**src/rtl/eth_tx_pkg.sv**
```systemverilog
package eth_tx_pkg;

  typedef enum logic [2:0] {
    ST_IDLE,
    ST_DATA,
    ST_PAD,
    ST_FCS,
    ST_DROP
  } tx_state_e;

  localparam logic [31:0] CRC_INIT    = 32'hFFFF_FFFF;
  localparam logic [31:0] CRC_POLY_R  = 32'hEDB8_8320;
  // register value left after a body plus its own correct FCS has been run through
  localparam logic [31:0] CRC_RESIDUE = 32'hDEBB_20E3;

  function automatic logic [31:0] crc32_step(input logic [31:0] c, input logic [7:0] d);
    logic [31:0] r;
    r = c ^ {24'd0, d};
    for (int i = 0; i < 8; i++) begin
      r = r[0] ? ((r >> 1) ^ CRC_POLY_R) : (r >> 1);
    end
    return r;
  endfunction

endpackage

```
**src/rtl/eth_tx_crc32.sv**
```systemverilog
module eth_tx_crc32
  import eth_tx_pkg::*;
(
  input  logic        clk,
  input  logic        rst,
  input  logic        clr,
  input  logic        en,
  input  logic [7:0]  din,
  output logic [31:0] crc_q,
  output logic [31:0] crc_nxt
);

  logic [31:0] base;

  always_comb begin
    base    = clr ? CRC_INIT : crc_q;
    crc_nxt = crc32_step(base, din);
  end

  always_ff @(posedge clk) begin
    if (rst) begin
      crc_q <= CRC_INIT;
    end else if (en) begin
      crc_q <= crc_nxt;
    end else if (clr) begin
      crc_q <= CRC_INIT;
    end
  end

endmodule

```
**src/rtl/eth_tx_track.sv**
```systemverilog
module eth_tx_track #(
  parameter int LEN_W     = 16,
  parameter int HDR_BYTES = 4,
  parameter int VLAN_POS  = 12
) (
  input  logic             clk,
  input  logic             rst,
  input  logic             first,
  input  logic             step,
  input  logic             pad_step,
  input  logic [7:0]       din,
  input  logic             hdr_en,
  output logic             is_hdr,
  output logic [LEN_W-1:0] body_after,
  output logic [LEN_W-1:0] body_q,
  output logic             vlan_now
);

  localparam logic [LEN_W-1:0] HOFF    = LEN_W'(HDR_BYTES);
  localparam logic [LEN_W-1:0] POS_HI  = LEN_W'(VLAN_POS);
  localparam logic [LEN_W-1:0] POS_LO  = LEN_W'(VLAN_POS + 1);
  localparam logic [7:0]       TYPE_HI = 8'h81;
  localparam logic [7:0]       TYPE_LO = 8'h00;

  logic [LEN_W-1:0] pos_q, pos_cur, hoff, body_idx, body_base;
  logic             hi_q, vlan_q, hi_base, vl_base;

  always_comb begin
    pos_cur    = first ? '0 : pos_q;
    hoff       = hdr_en ? HOFF : '0;
    is_hdr     = pos_cur < hoff;
    body_idx   = pos_cur - hoff;
    body_base  = first ? '0 : body_q;
    body_after = body_base + (is_hdr ? '0 : LEN_W'(1));
    hi_base    = first ? 1'b0 : hi_q;
    vl_base    = first ? 1'b0 : vlan_q;
    vlan_now   = vl_base ||
                 (step && !is_hdr && (body_idx == POS_LO) && hi_base && (din == TYPE_LO));
  end

  always_ff @(posedge clk) begin
    if (rst) begin
      pos_q  <= '0;
      body_q <= '0;
      hi_q   <= 1'b0;
      vlan_q <= 1'b0;
    end else if (step) begin
      pos_q  <= pos_cur + LEN_W'(1);
      body_q <= body_after;
      hi_q   <= (!is_hdr && (body_idx == POS_HI)) ? (din == TYPE_HI) : hi_base;
      vlan_q <= vlan_now;
    end else if (pad_step) begin
      body_q <= body_q + LEN_W'(1);
    end
  end

endmodule

```
**src/rtl/eth_tx_outreg.sv**
```systemverilog
module eth_tx_outreg (
  input  logic       clk,
  input  logic       rst,
  input  logic       load,
  input  logic [7:0] ld_data,
  input  logic       ld_sof,
  input  logic       ld_eof,
  input  logic       ld_abort,
  input  logic       out_ready,
  output logic       free,
  output logic       out_valid,
  output logic [7:0] out_data,
  output logic       out_sof,
  output logic       out_eof,
  output logic       out_abort
);

  assign free = !out_valid || out_ready;

  always_ff @(posedge clk) begin
    if (rst) begin
      out_valid <= 1'b0;
      out_data  <= '0;
      out_sof   <= 1'b0;
      out_eof   <= 1'b0;
      out_abort <= 1'b0;
    end else if (load) begin
      out_valid <= 1'b1;
      out_data  <= ld_data;
      out_sof   <= ld_sof;
      out_eof   <= ld_eof;
      out_abort <= ld_abort;
    end else if (out_ready) begin
      out_valid <= 1'b0;
    end
  end

endmodule

```
**src/rtl/eth_tx_padfcs.sv**
```systemverilog
module eth_tx_padfcs
  import eth_tx_pkg::*;
#(
  parameter int LEN_W     = 16,
  parameter int MIN_SHORT = 60,
  parameter int MIN_LONG  = 64,
  parameter int HDR_BYTES = 4,
  parameter int VLAN_POS  = 12
) (
  input  logic             clk,
  input  logic             rst,
  input  logic [2:0]       cfg_pad,
  input  logic             cfg_crc_en,
  input  logic             cfg_hdr_en,
  input  logic             cfg_huge_en,
  input  logic [LEN_W-1:0] cfg_max_len,
  input  logic             in_valid,
  output logic             in_ready,
  input  logic [7:0]       in_data,
  input  logic             in_sof,
  input  logic             in_eof,
  output logic             out_valid,
  input  logic             out_ready,
  output logic [7:0]       out_data,
  output logic             out_sof,
  output logic             out_eof,
  output logic             out_abort,
  output logic             stat_valid,
  output logic [LEN_W-1:0] stat_len,
  output logic             stat_crc_err,
  output logic             stat_abort,
  output logic             stat_vlan
);

  localparam logic [LEN_W-1:0] TGT_SHORT = LEN_W'(MIN_SHORT);
  localparam logic [LEN_W-1:0] TGT_LONG  = LEN_W'(MIN_LONG);
  localparam int               FCS_BYTES = 4;
  localparam int               FCS_KW    = $clog2(FCS_BYTES);

  tx_state_e        st_q, st_d;
  logic [LEN_W-1:0] tgt_q, tgt_d, target;
  logic [FCS_KW-1:0] fcs_k_q;
  logic             free, in_fire, first, step, pad_step, fcs_step;
  logic             is_hdr, vlan_now, over, pad_on, need_pad, crc_ok;
  logic [LEN_W-1:0] body_after, body_q;
  logic [31:0]      crc_q, crc_nxt, fcs_word;
  logic [7:0]       fcs_byte;
  logic             ld, ld_sof, ld_eof, ld_abort, pend_set;
  logic [7:0]       ld_data;
  logic             p_vlan_q, p_abort_q, p_err_q;
  logic [LEN_W-1:0] out_cnt_q;
  logic             out_fire;

  // ---------------- handshake and step decode ----------------
  assign in_ready = (st_q == ST_DROP) || (((st_q == ST_IDLE) || (st_q == ST_DATA)) && free);
  assign in_fire  = in_valid && in_ready;
  assign first    = in_fire && (st_q == ST_IDLE) && in_sof;
  assign step     = first || (in_fire && (st_q == ST_DATA));
  assign pad_step = (st_q == ST_PAD) && free;
  assign fcs_step = (st_q == ST_FCS) && free;
  assign out_fire = out_valid && out_ready;

  // ---------------- sub-blocks ----------------
  eth_tx_track #(
    .LEN_W    (LEN_W),
    .HDR_BYTES(HDR_BYTES),
    .VLAN_POS (VLAN_POS)
  ) u_track (
    .clk       (clk),
    .rst       (rst),
    .first     (first),
    .step      (step),
    .pad_step  (pad_step),
    .din       (in_data),
    .hdr_en    (cfg_hdr_en),
    .is_hdr    (is_hdr),
    .body_after(body_after),
    .body_q    (body_q),
    .vlan_now  (vlan_now)
  );

  eth_tx_crc32 u_crc (
    .clk    (clk),
    .rst    (rst),
    .clr    (first),
    .en     ((step && !is_hdr) || pad_step),
    .din    (pad_step ? 8'h00 : in_data),
    .crc_q  (crc_q),
    .crc_nxt(crc_nxt)
  );

  eth_tx_outreg u_oreg (
    .clk      (clk),
    .rst      (rst),
    .load     (ld),
    .ld_data  (ld_data),
    .ld_sof   (ld_sof),
    .ld_eof   (ld_eof),
    .ld_abort (ld_abort),
    .out_ready(out_ready),
    .free     (free),
    .out_valid(out_valid),
    .out_data (out_data),
    .out_sof  (out_sof),
    .out_eof  (out_eof),
    .out_abort(out_abort)
  );

  // ---------------- frame decisions ----------------
  always_comb begin
    over     = !cfg_huge_en && !is_hdr && (body_after > cfg_max_len);
    pad_on   = cfg_pad[0] && cfg_crc_en;
    target   = (cfg_pad[1] || (cfg_pad[2] && vlan_now)) ? TGT_LONG : TGT_SHORT;
    need_pad = pad_on && (body_after < target);
    crc_ok   = (is_hdr ? crc_q : crc_nxt) == CRC_RESIDUE;
    fcs_word = ~crc_q;
    fcs_byte = fcs_word[fcs_k_q*8 +: 8];
  end

  always_comb begin
    st_d     = st_q;
    tgt_d    = tgt_q;
    ld       = 1'b0;
    ld_data  = in_data;
    ld_sof   = 1'b0;
    ld_eof   = 1'b0;
    ld_abort = 1'b0;
    pend_set = 1'b0;
    unique case (st_q)
      ST_IDLE, ST_DATA: begin
        if (step) begin
          ld     = 1'b1;
          ld_sof = first;
          st_d   = ST_DATA;
          if (over) begin
            ld_eof   = 1'b1;
            ld_abort = 1'b1;
            pend_set = 1'b1;
            st_d     = in_eof ? ST_IDLE : ST_DROP;
          end else if (in_eof) begin
            pend_set = 1'b1;
            if (need_pad) begin
              st_d  = ST_PAD;
              tgt_d = target;
            end else if (cfg_crc_en) begin
              st_d = ST_FCS;
            end else begin
              ld_eof = 1'b1;
              st_d   = ST_IDLE;
            end
          end
        end
      end
      ST_PAD: begin
        if (free) begin
          ld      = 1'b1;
          ld_data = 8'h00;
          if (body_q + LEN_W'(1) >= tgt_q) st_d = ST_FCS;
        end
      end
      ST_FCS: begin
        if (free) begin
          ld      = 1'b1;
          ld_data = fcs_byte;
          if (fcs_k_q == FCS_KW'(FCS_BYTES - 1)) begin
            ld_eof = 1'b1;
            st_d   = ST_IDLE;
          end
        end
      end
      ST_DROP: begin
        if (in_fire && in_eof) st_d = ST_IDLE;
      end
      default: st_d = ST_IDLE;
    endcase
  end

  // ---------------- state ----------------
  always_ff @(posedge clk) begin
    if (rst) begin
      st_q    <= ST_IDLE;
      tgt_q   <= TGT_SHORT;
      fcs_k_q <= '0;
    end else begin
      st_q  <= st_d;
      tgt_q <= tgt_d;
      if (fcs_step) fcs_k_q <= fcs_k_q + FCS_KW'(1);
    end
  end

  always_ff @(posedge clk) begin
    if (rst) begin
      p_vlan_q  <= 1'b0;
      p_abort_q <= 1'b0;
      p_err_q   <= 1'b0;
    end else if (pend_set) begin
      p_vlan_q  <= vlan_now;
      p_abort_q <= over;
      p_err_q   <= !over && !cfg_crc_en && !crc_ok;
    end
  end

  // ---------------- status word ----------------
  always_ff @(posedge clk) begin
    if (rst) begin
      out_cnt_q    <= '0;
      stat_valid   <= 1'b0;
      stat_len     <= '0;
      stat_crc_err <= 1'b0;
      stat_abort   <= 1'b0;
      stat_vlan    <= 1'b0;
    end else begin
      stat_valid <= 1'b0;
      if (out_fire) begin
        if (out_eof) begin
          out_cnt_q    <= '0;
          stat_valid   <= 1'b1;
          stat_len     <= out_cnt_q + LEN_W'(1);
          stat_crc_err <= p_err_q;
          stat_abort   <= p_abort_q;
          stat_vlan    <= p_vlan_q;
        end else begin
          out_cnt_q <= out_cnt_q + LEN_W'(1);
        end
      end
    end
  end

endmodule

```
**config.mk**
```make
export PLATFORM = sky130hd
export DESIGN_NAME = eth_tx_padfcs
export DESIGN_NICKNAME = d
export VERILOG_FILES = /design/src/rtl/eth_tx_pkg.sv /design/src/rtl/eth_tx_crc32.sv /design/src/rtl/eth_tx_track.sv /design/src/rtl/eth_tx_outreg.sv /design/src/rtl/eth_tx_padfcs.sv
export SDC_FILE = /design/constraint.sdc
export NUM_CORES = 1
export LEC_CHECK = 0
export CORE_ASPECT_RATIO = 1.5
export CORE_UTILIZATION = 45
export DETAILED_ROUTE_END_ITERATION = 8
export SYNTH_ARGS = -nofsm -noshare
export SYNTH_HDL_FRONTEND = slang
export SYNTH_SLANG_ARGS = --single-unit
export TNS_END_PERCENT = 50
```
**constraint.sdc**
```tcl
create_clock -name clk -period 18.7 [get_ports clk]
set_input_delay 4.675 -clock clk [delete_from_list [all_inputs] [get_ports clk]]
set_output_delay 4.675 -clock clk [all_outputs]
set_load 0.01 [all_outputs]
```
Word-level counts from Yosys, hierarchy flattened
Cells that the tools add are included.
{"block": "word_totals", "reg_bits": 138, "in_bits": 36}
{"block": "classes", "n_addsub": 6, "n_lt_le_gt_ge": 4, "eq_ne": 15, "shift": 1, "mux": 61, "bitwise": 12, "reduce_logical": 44}
{"op": "$mux 32", "count": 11}
{"op": "$not 13->14", "count": 8}
{"op": "$mux 16", "count": 5}
{"op": "$add 16x1->16 const B", "count": 3}
{"op": "$eq 16x4->1 const B", "count": 2}
{"op": "$eq 32x32->1 const B", "count": 1}
{"op": "$not 32->32", "count": 1}
{"op": "$shiftx 32x6->8", "count": 1}
{"op": "$xor 32x8->32", "count": 1}
{"op": "$mux 3", "count": 9}
{"op": "$mux 1", "count": 25}
{"op": "$mux 8", "count": 3}
{"op": "$logic_and 1x1->1", "count": 21}
{"op": "$add 16x16->16", "count": 1}
{"op": "$ge 16x16->1", "count": 1}
{"op": "$gt 16x16->1", "count": 1}
{"op": "$lt 16x16->1", "count": 1}
{"op": "$lt 16x7->1", "count": 1}
{"op": "$pmux 8 s2", "count": 1}
{"op": "$sub 16x16->16", "count": 1}
{"op": "$pmux 3 s4", "count": 1}
{"op": "$eq 8x8->1 const B", "count": 1}
{"op": "$logic_not 8->1", "count": 1}
{"op": "$ne 2x1->1 const B", "count": 4}
{"op": "other kinds (18)", "count": 38}

Logic depth before layout (Yosys ltp)
Gate-level depths: netlist (run 1).
{"block": "logic_depth", "ltp_word": 29, "mapped_depth": 29, "depth_no_buf": 24}

Modules after synthesis
A second synthesis (run 1) with hierarchy kept.
{"block": "hier_totals", "hier_cells": 1106, "area_unflattened_um2": 8877.3}
{"mod": "eth_tx_padfcs", "instances": 1, "cells_per_inst": 450, "area_per_inst_um2": 3514.6, "seq_area_each_um2": 920.9}
{"mod": "eth_tx_crc32", "instances": 1, "cells_per_inst": 296, "area_per_inst_um2": 2547.4, "seq_area_each_um2": 640.6}
{"mod": "eth_tx_track", "instances": 1, "cells_per_inst": 321, "area_per_inst_um2": 2392.3, "seq_area_each_um2": 680.7}
{"mod": "eth_tx_outreg", "instances": 1, "cells_per_inst": 39, "area_per_inst_um2": 422.9, "seq_area_each_um2": 240.2}

Worst setup path after synthesis (run 1)
OpenSTA, ideal clock, no wires.
{"block": "synth_timing", "kind": "input -> output", "start": "input out_ready", "end": "output in_ready", "arrival_ns": 5.343, "path_slack_ns": 8.682, "path_stages": 4, "path_buffers": 1, "path_cell_list": "nand2b_1 buf_2 nor2_1 a211oi_1"}
{"block": "synth_via", "elab_chain_len": 3}
{"item": "start, declared", "line_no": "eth_tx_padfcs.sv:23", "text": "input logic out_ready,"}
{"item": "$logic_or 1x1->1", "line_no": "eth_tx_outreg.sv:18", "text": "assign free = !out_valid || out_ready;"}
{"item": "$logic_and 1x1->1", "line_no": "eth_tx_padfcs.sv:55", "text": "assign in_ready = (st_q == ST_DROP) || (((st_q == ST_IDLE) || (st_q == ST_DATA)) && free);"}
{"item": "$logic_or 1x1->1", "line_no": "eth_tx_padfcs.sv:55"}
{"item": "end, declared", "line_no": "eth_tx_padfcs.sv:18", "text": "output logic in_ready,"}
No other way between the ends.

Final worst setup path (run 1)
Ends and elaborated chain as after synthesis.

==> results of run 1 <==
==> logic make-up (layout without fill, tap and decap cells) <==
| group | count (synthesis) | count (layout) | synth area share, % |
|---|---|---|---|
| DFF | 124 | 124 | 28.61 |
| adders and majority gates | 36 | 36 | 5.191 |
| and+or+nand+nor | 437 | 437 | 24.30 |
| xor gates and xnor gates | 133 | 133 | 14.64 |
| buffers and inverters | 112 | 144 | 5.364 |
| muxes | 14 | 14 | 2.783 |
| AOI/OAI and AO/OA | 268 | 268 | 19.12 |
==> layer usage <==
metal | up-vias | wire (um)
li1 | 3993 | -
met1 | 3839 | 10370
met2 | 202 | 12440
met3 | 67 | 1036
met4 | 0 | 1096
met5 | - | 0
==> placed cells by master (no fill, tap or decap), types with 8 or more instances in the layout <==
cell type,netlist,final
clkdlybuf4s50_1,0,67
or3_1,13,13
a22oi_1,10,10
inv_1,33,33
o211ai_1,10,10
nand2b_1,8,8
a21o_1,8,8
xor2_1,48,48
clkbuf_16,0,17
and3_1,20,19
nor2_1,151,151
nand3_1,29,29
nand2_1,113,113
ha_1,36,36
o31ai_1,13,13
buf_4,5,11
nand4_1,16,16
a31oi_1,10,10
a21oi_1,65,64
mux4_2,8,8
dfxtp_1,124,124
xnor2_1,75,75
a211oi_1,16,16
nor4_1,11,11
o21ai_0,91,90
nor3_1,27,27
==> final timing paths <==
check        startpoint         to  cells past startpoint
max           out_ready   in_ready                      5
min           p_abort_q  p_abort_q                      2
max reg2reg     st_q[2]   tgt_q[6]                     24
min reg2reg   p_abort_q  p_abort_q                      2
==> power groups by stage <==
stage	Sequential, mW	Clock, mW	Combinational (mW)
final	0.323	0.338	0.372
after global routing	0.327	0.356	0.412
after CTS	0.322	0.345	0.371
after detailed placement	0.328	0	0.368
after global placement	0.329	0	0.368
after floorplan	0.311	0	0.292
==> stage by stage <==
stage	hold slack [ns]	instance area, sq um	setup WS, ns	total power, mW	cells
after floorplan	0.4312	8677	8.682	0.6032	1124
after global placement	0.4483	9418	7.258	0.6966	1376
after detailed placement	0.4506	9418	7.312	0.6967	1376
after CTS	0.4595	10010	7.290	1.039	1408
after global routing	0.4774	10010	7.179	1.095	1408
final	0.4571	10010	7.291	1.033	1408
==> final cells by class <==
cell class | count | area, sq um | share of cell area [%]
Inverter | 33 | 123.9 | 1.237
Tap cell | 252 | 315.3 | 3.150
Sequential cell | 124 | 2482 | 24.80
Clock buffer | 17 | 425.4 | 4.249
Multi-Input combinational cell | 888 | 5738 | 57.32
Clock inverter | 15 | 167.7 | 1.675
Timing Repair Buffer | 79 | 758.2 | 7.574
==> worst register-to-register path, delay by kind of cell, from the launching register on <==
kind | cells | cell delay [ns]
buffers and inverters | 3 | 0.99
DFF | 1 | 0.78
adders and majority gates | 4 | 1.12
xor gates and xnor gates | 1 | 0.16
AOI/OAI and AO/OA | 6 | 1.53
and+or+nand+nor | 10 | 1.64
==> registers in the layout (all words and copies together) (netlist names), 2 cells and up <==
register / flops
fcs_k_q: 2
out_cnt_q: 16
tgt_q: 2
stat_len: 16
u_oreg.out_data: 8
u_track.body_q: 16
u_crc.crc_q: 32
u_track.pos_q: 16
st_q: 3
==> results_dict.tcl, run 1 <==
set metrics [dict create \
    p_int_mw 0.6382 \
    root_buffer "clkbuf_16" \
    swShare_pct 38.21 \
    clock_path_buffers 2 \
    final_max_slew_viol_count 0 \
    max-cap-violations 0 \
    antenna_found_initial 0 \
    setup_viol 0 \
    cp_common_cell "clkdlybuf4s50_1" \
    initial_core_util_pct 46.40 \
    path_buf_inv 2 \
    io_pins 69 \
    gp_congestion 0.9330 \
    endpoint_kind "output port" \
    grt_max_degree 77 \
    num_antenna_cells 0 \
    area_growth_pct 15.37 \
    synth_cells 1124 \
    ir_drop_v 0.00006384 \
    fill_cells 1791 \
    clkTransAtPathRegs_ns 0.06 \
    top_usage_layer "met2" \
    synth_area_sq_um 8677 \
    grt_util_all_layers_pct 26.69 \
    path_cells "clkdlybuf4s50_1, nand2b_1, nor2_1, a211oi_1, clkdlybuf4s50_1" \
    overflow 0 \
    arrival_ns 6.73 \
    grt_pass1_vias 7747 \
    wl_per_cell_um 17.72 \
    core-area_sq_um 18700 \
    synth_enable_flop_cells 0 \
    grt_setup_unrepaired "no" \
    worst_path_largest_cell_delay_ns 0.62 \
    synth_cell_type_count 74 \
    clk_latency_ns 0.43 \
    firstDrtPassIters 5 \
    power_frac_seq_pct 31.3 \
    setup_tns_ns 0 \
    ant_nets 0 \
    dieWidth_um 115.4 \
    power.density_nw_per_um2 103.2 \
    status "complete, no violations" \
    fp.dieH_um 172.1 \
    die_area_sq_um 19850 \
    place_hpwl_mm 17.57 \
    ys.flop_type "dfxtp_1" \
    grt_util_met1_pct 31.27 \
    cts.repair.resized 0 \
    vias_per_cell 5.754 \
    synth_top_area_share_pct 28.61 \
    cts_buffers 17 \
    yosysMostFrequentCell "nor2_1" \
    cts_hold_buf 0 \
    pwr-share-comb_pct 36.0 \
    drc 0 \
    layout.nets 1215 \
    critPathSlowestCell "clkdlybuf4s50_1" \
    drive_gt1_share_pct 6.574 \
    synth_common_cells "nor2_1 (151), dfxtp_1 (124), nand2_1 (113)" \
    async_flop_share_pct 0 \
    cp_max_fo 11 \
    met2_usage_pct 46.29 \
    postSynthAreaPerCell_sq_um 7.720 \
    synth_warnings 0 \
    grt_use_met3_pct 4.136 \
    clock.fmax_ghz 0.08765 \
    synth_area_leaders "dfxtp_1 (29%), xnor2_1 (7.6%), nor2_1 (6.5%)" \
    post_cts_buffers 0 \
    grt_pass1_wl_mm 41.01 \
    cts_tree "done" \
    tightest_slew_ns 1.070 \
    finalHoldViolations 0 \
    cp-start-kind "input port" \
    wirelength_mm 24.95 \
    synth_area_leader_cell "dfxtp_1" \
    drt_iter0_markers 553 \
    crit_required_ns 14.03 \
    htree_num_levels 4 \
    rrSetupSlack_ns 12.35 \
    p_clk_share_pct 32.7 \
    crit_type "in2out" \
    hold_path.class "reg2reg" \
    port_buffers 68 \
    p_sw_mw 0.3947 \
    p_leak_nw 3.736 \
    period_needed_ns 11.41 \
    syn_nets 1196 \
    relSlewSlack_pct 28.66 \
    fin_crit_sh_pct 61.01 \
    placementRows 61 \
    vias 8101 \
    ys_seq_elements 124 \
    synth-seq-area-share_pct 28.61 \
    clock-sinks 124 \
    fin_skew_ns 0.01194 \
    final_core_util_pct 53.54 \
    cp_top_family "buffers and inverters" \
]
Power figures use the tool's default switching activity.
==> run 2: changes to the inputs <==
clock period = 11.7 ns   (was 18.7 ns; I/O delays follow)
==> run 2 against run 1 <==
Against the previous run:
- power up 62%
- via count grew 0.47%
- wire length grew 3.6%
- clock-buffer cell count unchanged
- core utilization about the same
- clock skew fell by 0.0021 ns
- combinational power up 64%
- critical path type is now in2reg
- critical endpoint is now tgt_q[6]
==> results_dict.tcl, run 2 (synthesized netlist as in run 1, its figures left out) <==
set metrics [dict create \
    grt_setup_unrepaired "no" \
    cts_tree "done" \
    layout.nets 1215 \
    final_cell_mix "nor2_1 (151), dfxtp_1 (124), nand2_1 (113), o21ai_0 (90), xnor2_1 (75)" \
    cp_max_fo 38 \
    arrival_ns 8.81 \
    clock.fmax_ghz 0.1176 \
    period_needed_ns 8.502 \
    fp.dieH_um 172.1 \
    fin_crit_sh_pct 72.66 \
    final_common_cell "nor2_1" \
    overflow 0 \
    final_core_util_pct 53.55 \
    setup_tns_ns 0 \
    max-cap-violations 0 \
    grt_pass1_wl_mm 41.23 \
    grt_max_degree 77 \
    gp_congestion 0.9281 \
    place_inst 1376 \
    vias_per_cell 5.781 \
    status "complete, no violations" \
    fin_skew_ns 0.009841 \
    setup_viol 0 \
    cts.repair.resized 0 \
    grt_util_all_layers_pct 26.92 \
    clkTransAtPathRegs_ns 0.06 \
    cp-start-kind "input port" \
    instances_no_fill 1408 \
    top_register "u_crc.crc_q" \
    firstDrtPassIters 5 \
    place_hpwl_mm 18.10 \
    critPathSlowestCell "clkdlybuf4s50_1" \
    tightest_slew_ns 1.119 \
    cts_buffers 17 \
    vias 8139 \
    endpoint_kind "flop" \
    cp_top_family "simple AND/OR/NAND/NOR gates" \
    p_leak_nw 3.734 \
    port_buffers 68 \
    finalHoldViolations 0 \
    io_pins 69 \
    root_buffer "clkbuf_16" \
    drc 0 \
    area_growth_pct 15.40 \
    num_antenna_cells 0 \
    htree_num_levels 4 \
    cts_hold_buf 0 \
    relSlewSlack_pct 25.39 \
    worst_path_largest_cell_delay_ns 0.54 \
    clock-sinks 124 \
    ant_nets 0 \
    drt_iter0_markers 644 \
    power.density_nw_per_um2 167.1 \
    core-area_sq_um 18700 \
    largest_reg_flops 32 \
    clock_path_buffers 2 \
    placementRows 61 \
    dieWidth_um 115.4 \
    cp_common_cell "ha_1" \
    antenna_found_initial 0 \
    ir_drop_v 0.0001087 \
    final_max_slew_viol_count 0 \
    crit_required_ns 12.00 \
    wirelength_mm 25.83 \
    drive_gt1_share_pct 6.574 \
    clk_latency_ns 0.43 \
    path_buf_inv 3 \
    hold_path.class "reg2reg" \
    crit_type "in2reg" \
    die_area_sq_um 19850 \
    initial_core_util_pct 46.40 \
    wl_per_cell_um 18.35 \
    post_cts_buffers 0 \
    grt_pass1_vias 7729 \
]
[run 2: cell count changes in the layout (fill, tap and decap cells not counted), sizes merged]
cell,delta
clkinv,+2
inv,-2
[run 2: stage by stage]
| step | setup WS [ns] | hold WS [ns] | total power, mW | instance area (sq um) |
|---|---|---|---|---|
| after CTS | 3.223 | 0.4612 | 1.675 | 10010 |
| final | 3.198 | 0.4592 | 1.673 | 10010 |
| after global placement | 2.946 | 0.4509 | 1.127 | 9418 |
| after floorplan | 3.898 | 0.4312 | 0.9641 | 8677 |
| after detailed placement | 2.807 | 0.4523 | 1.128 | 9418 |
| after global routing | 2.510 | 0.4813 | 1.755 | 10010 |
[run 2: area by class of cell]
cell class,count,area [sq um]
repair buffers,79,758.2
fillers,1827,8686
multi-input cells,888,5738
inverters,33,123.9
flip-flops and latches,124,2482
clock inverters,15,170.2
clock buffers,17,425.4
well taps,252,315.3
[run 2: worst min-delay path, delay by kind of cell (launching register included)]
family	cells	cell delay (ns)
compound gates	1	0.05
simple gates	1	0.05
flops	1	0.31
[run 2: per-layer routing]
metal	vias to the layer above	global-route usage [%]	routed length (um)
li1	3982	-	-
met2	240	47.25	12890
met5	-	0	0
met3	64	4.311	1133
met4	0	13.44	1064
met1	3853	31.36	10750
[run 2: path summary, 6_finish.rpt]
path | start | endpoint | slack, ns | cells past startpoint
hold reg to reg | p_abort_q | p_abort_q | 0.46 | 2
setup reg to reg | st_q[2] | tgt_q[6] | 5.47 | 24
setup / recovery | out_ready | tgt_q[6] | 3.20 | 25
hold / removal | p_abort_q | p_abort_q | 0.46 | 2
[run 2: report_power, final]
| part | leakage (nW) | switching, mW | total (mW) | internal, mW |
|---|---|---|---|---|
| Combinational | 2.44 | 0.349 | 0.609 | 0.260 |
| Clock | 0.288 | 0.238 | 0.543 | 0.305 |
| Sequential | 1.01 | 0.0634 | 0.522 | 0.458 |
| Total | 3.73 | 0.651 | 1.67 | 1.02 |
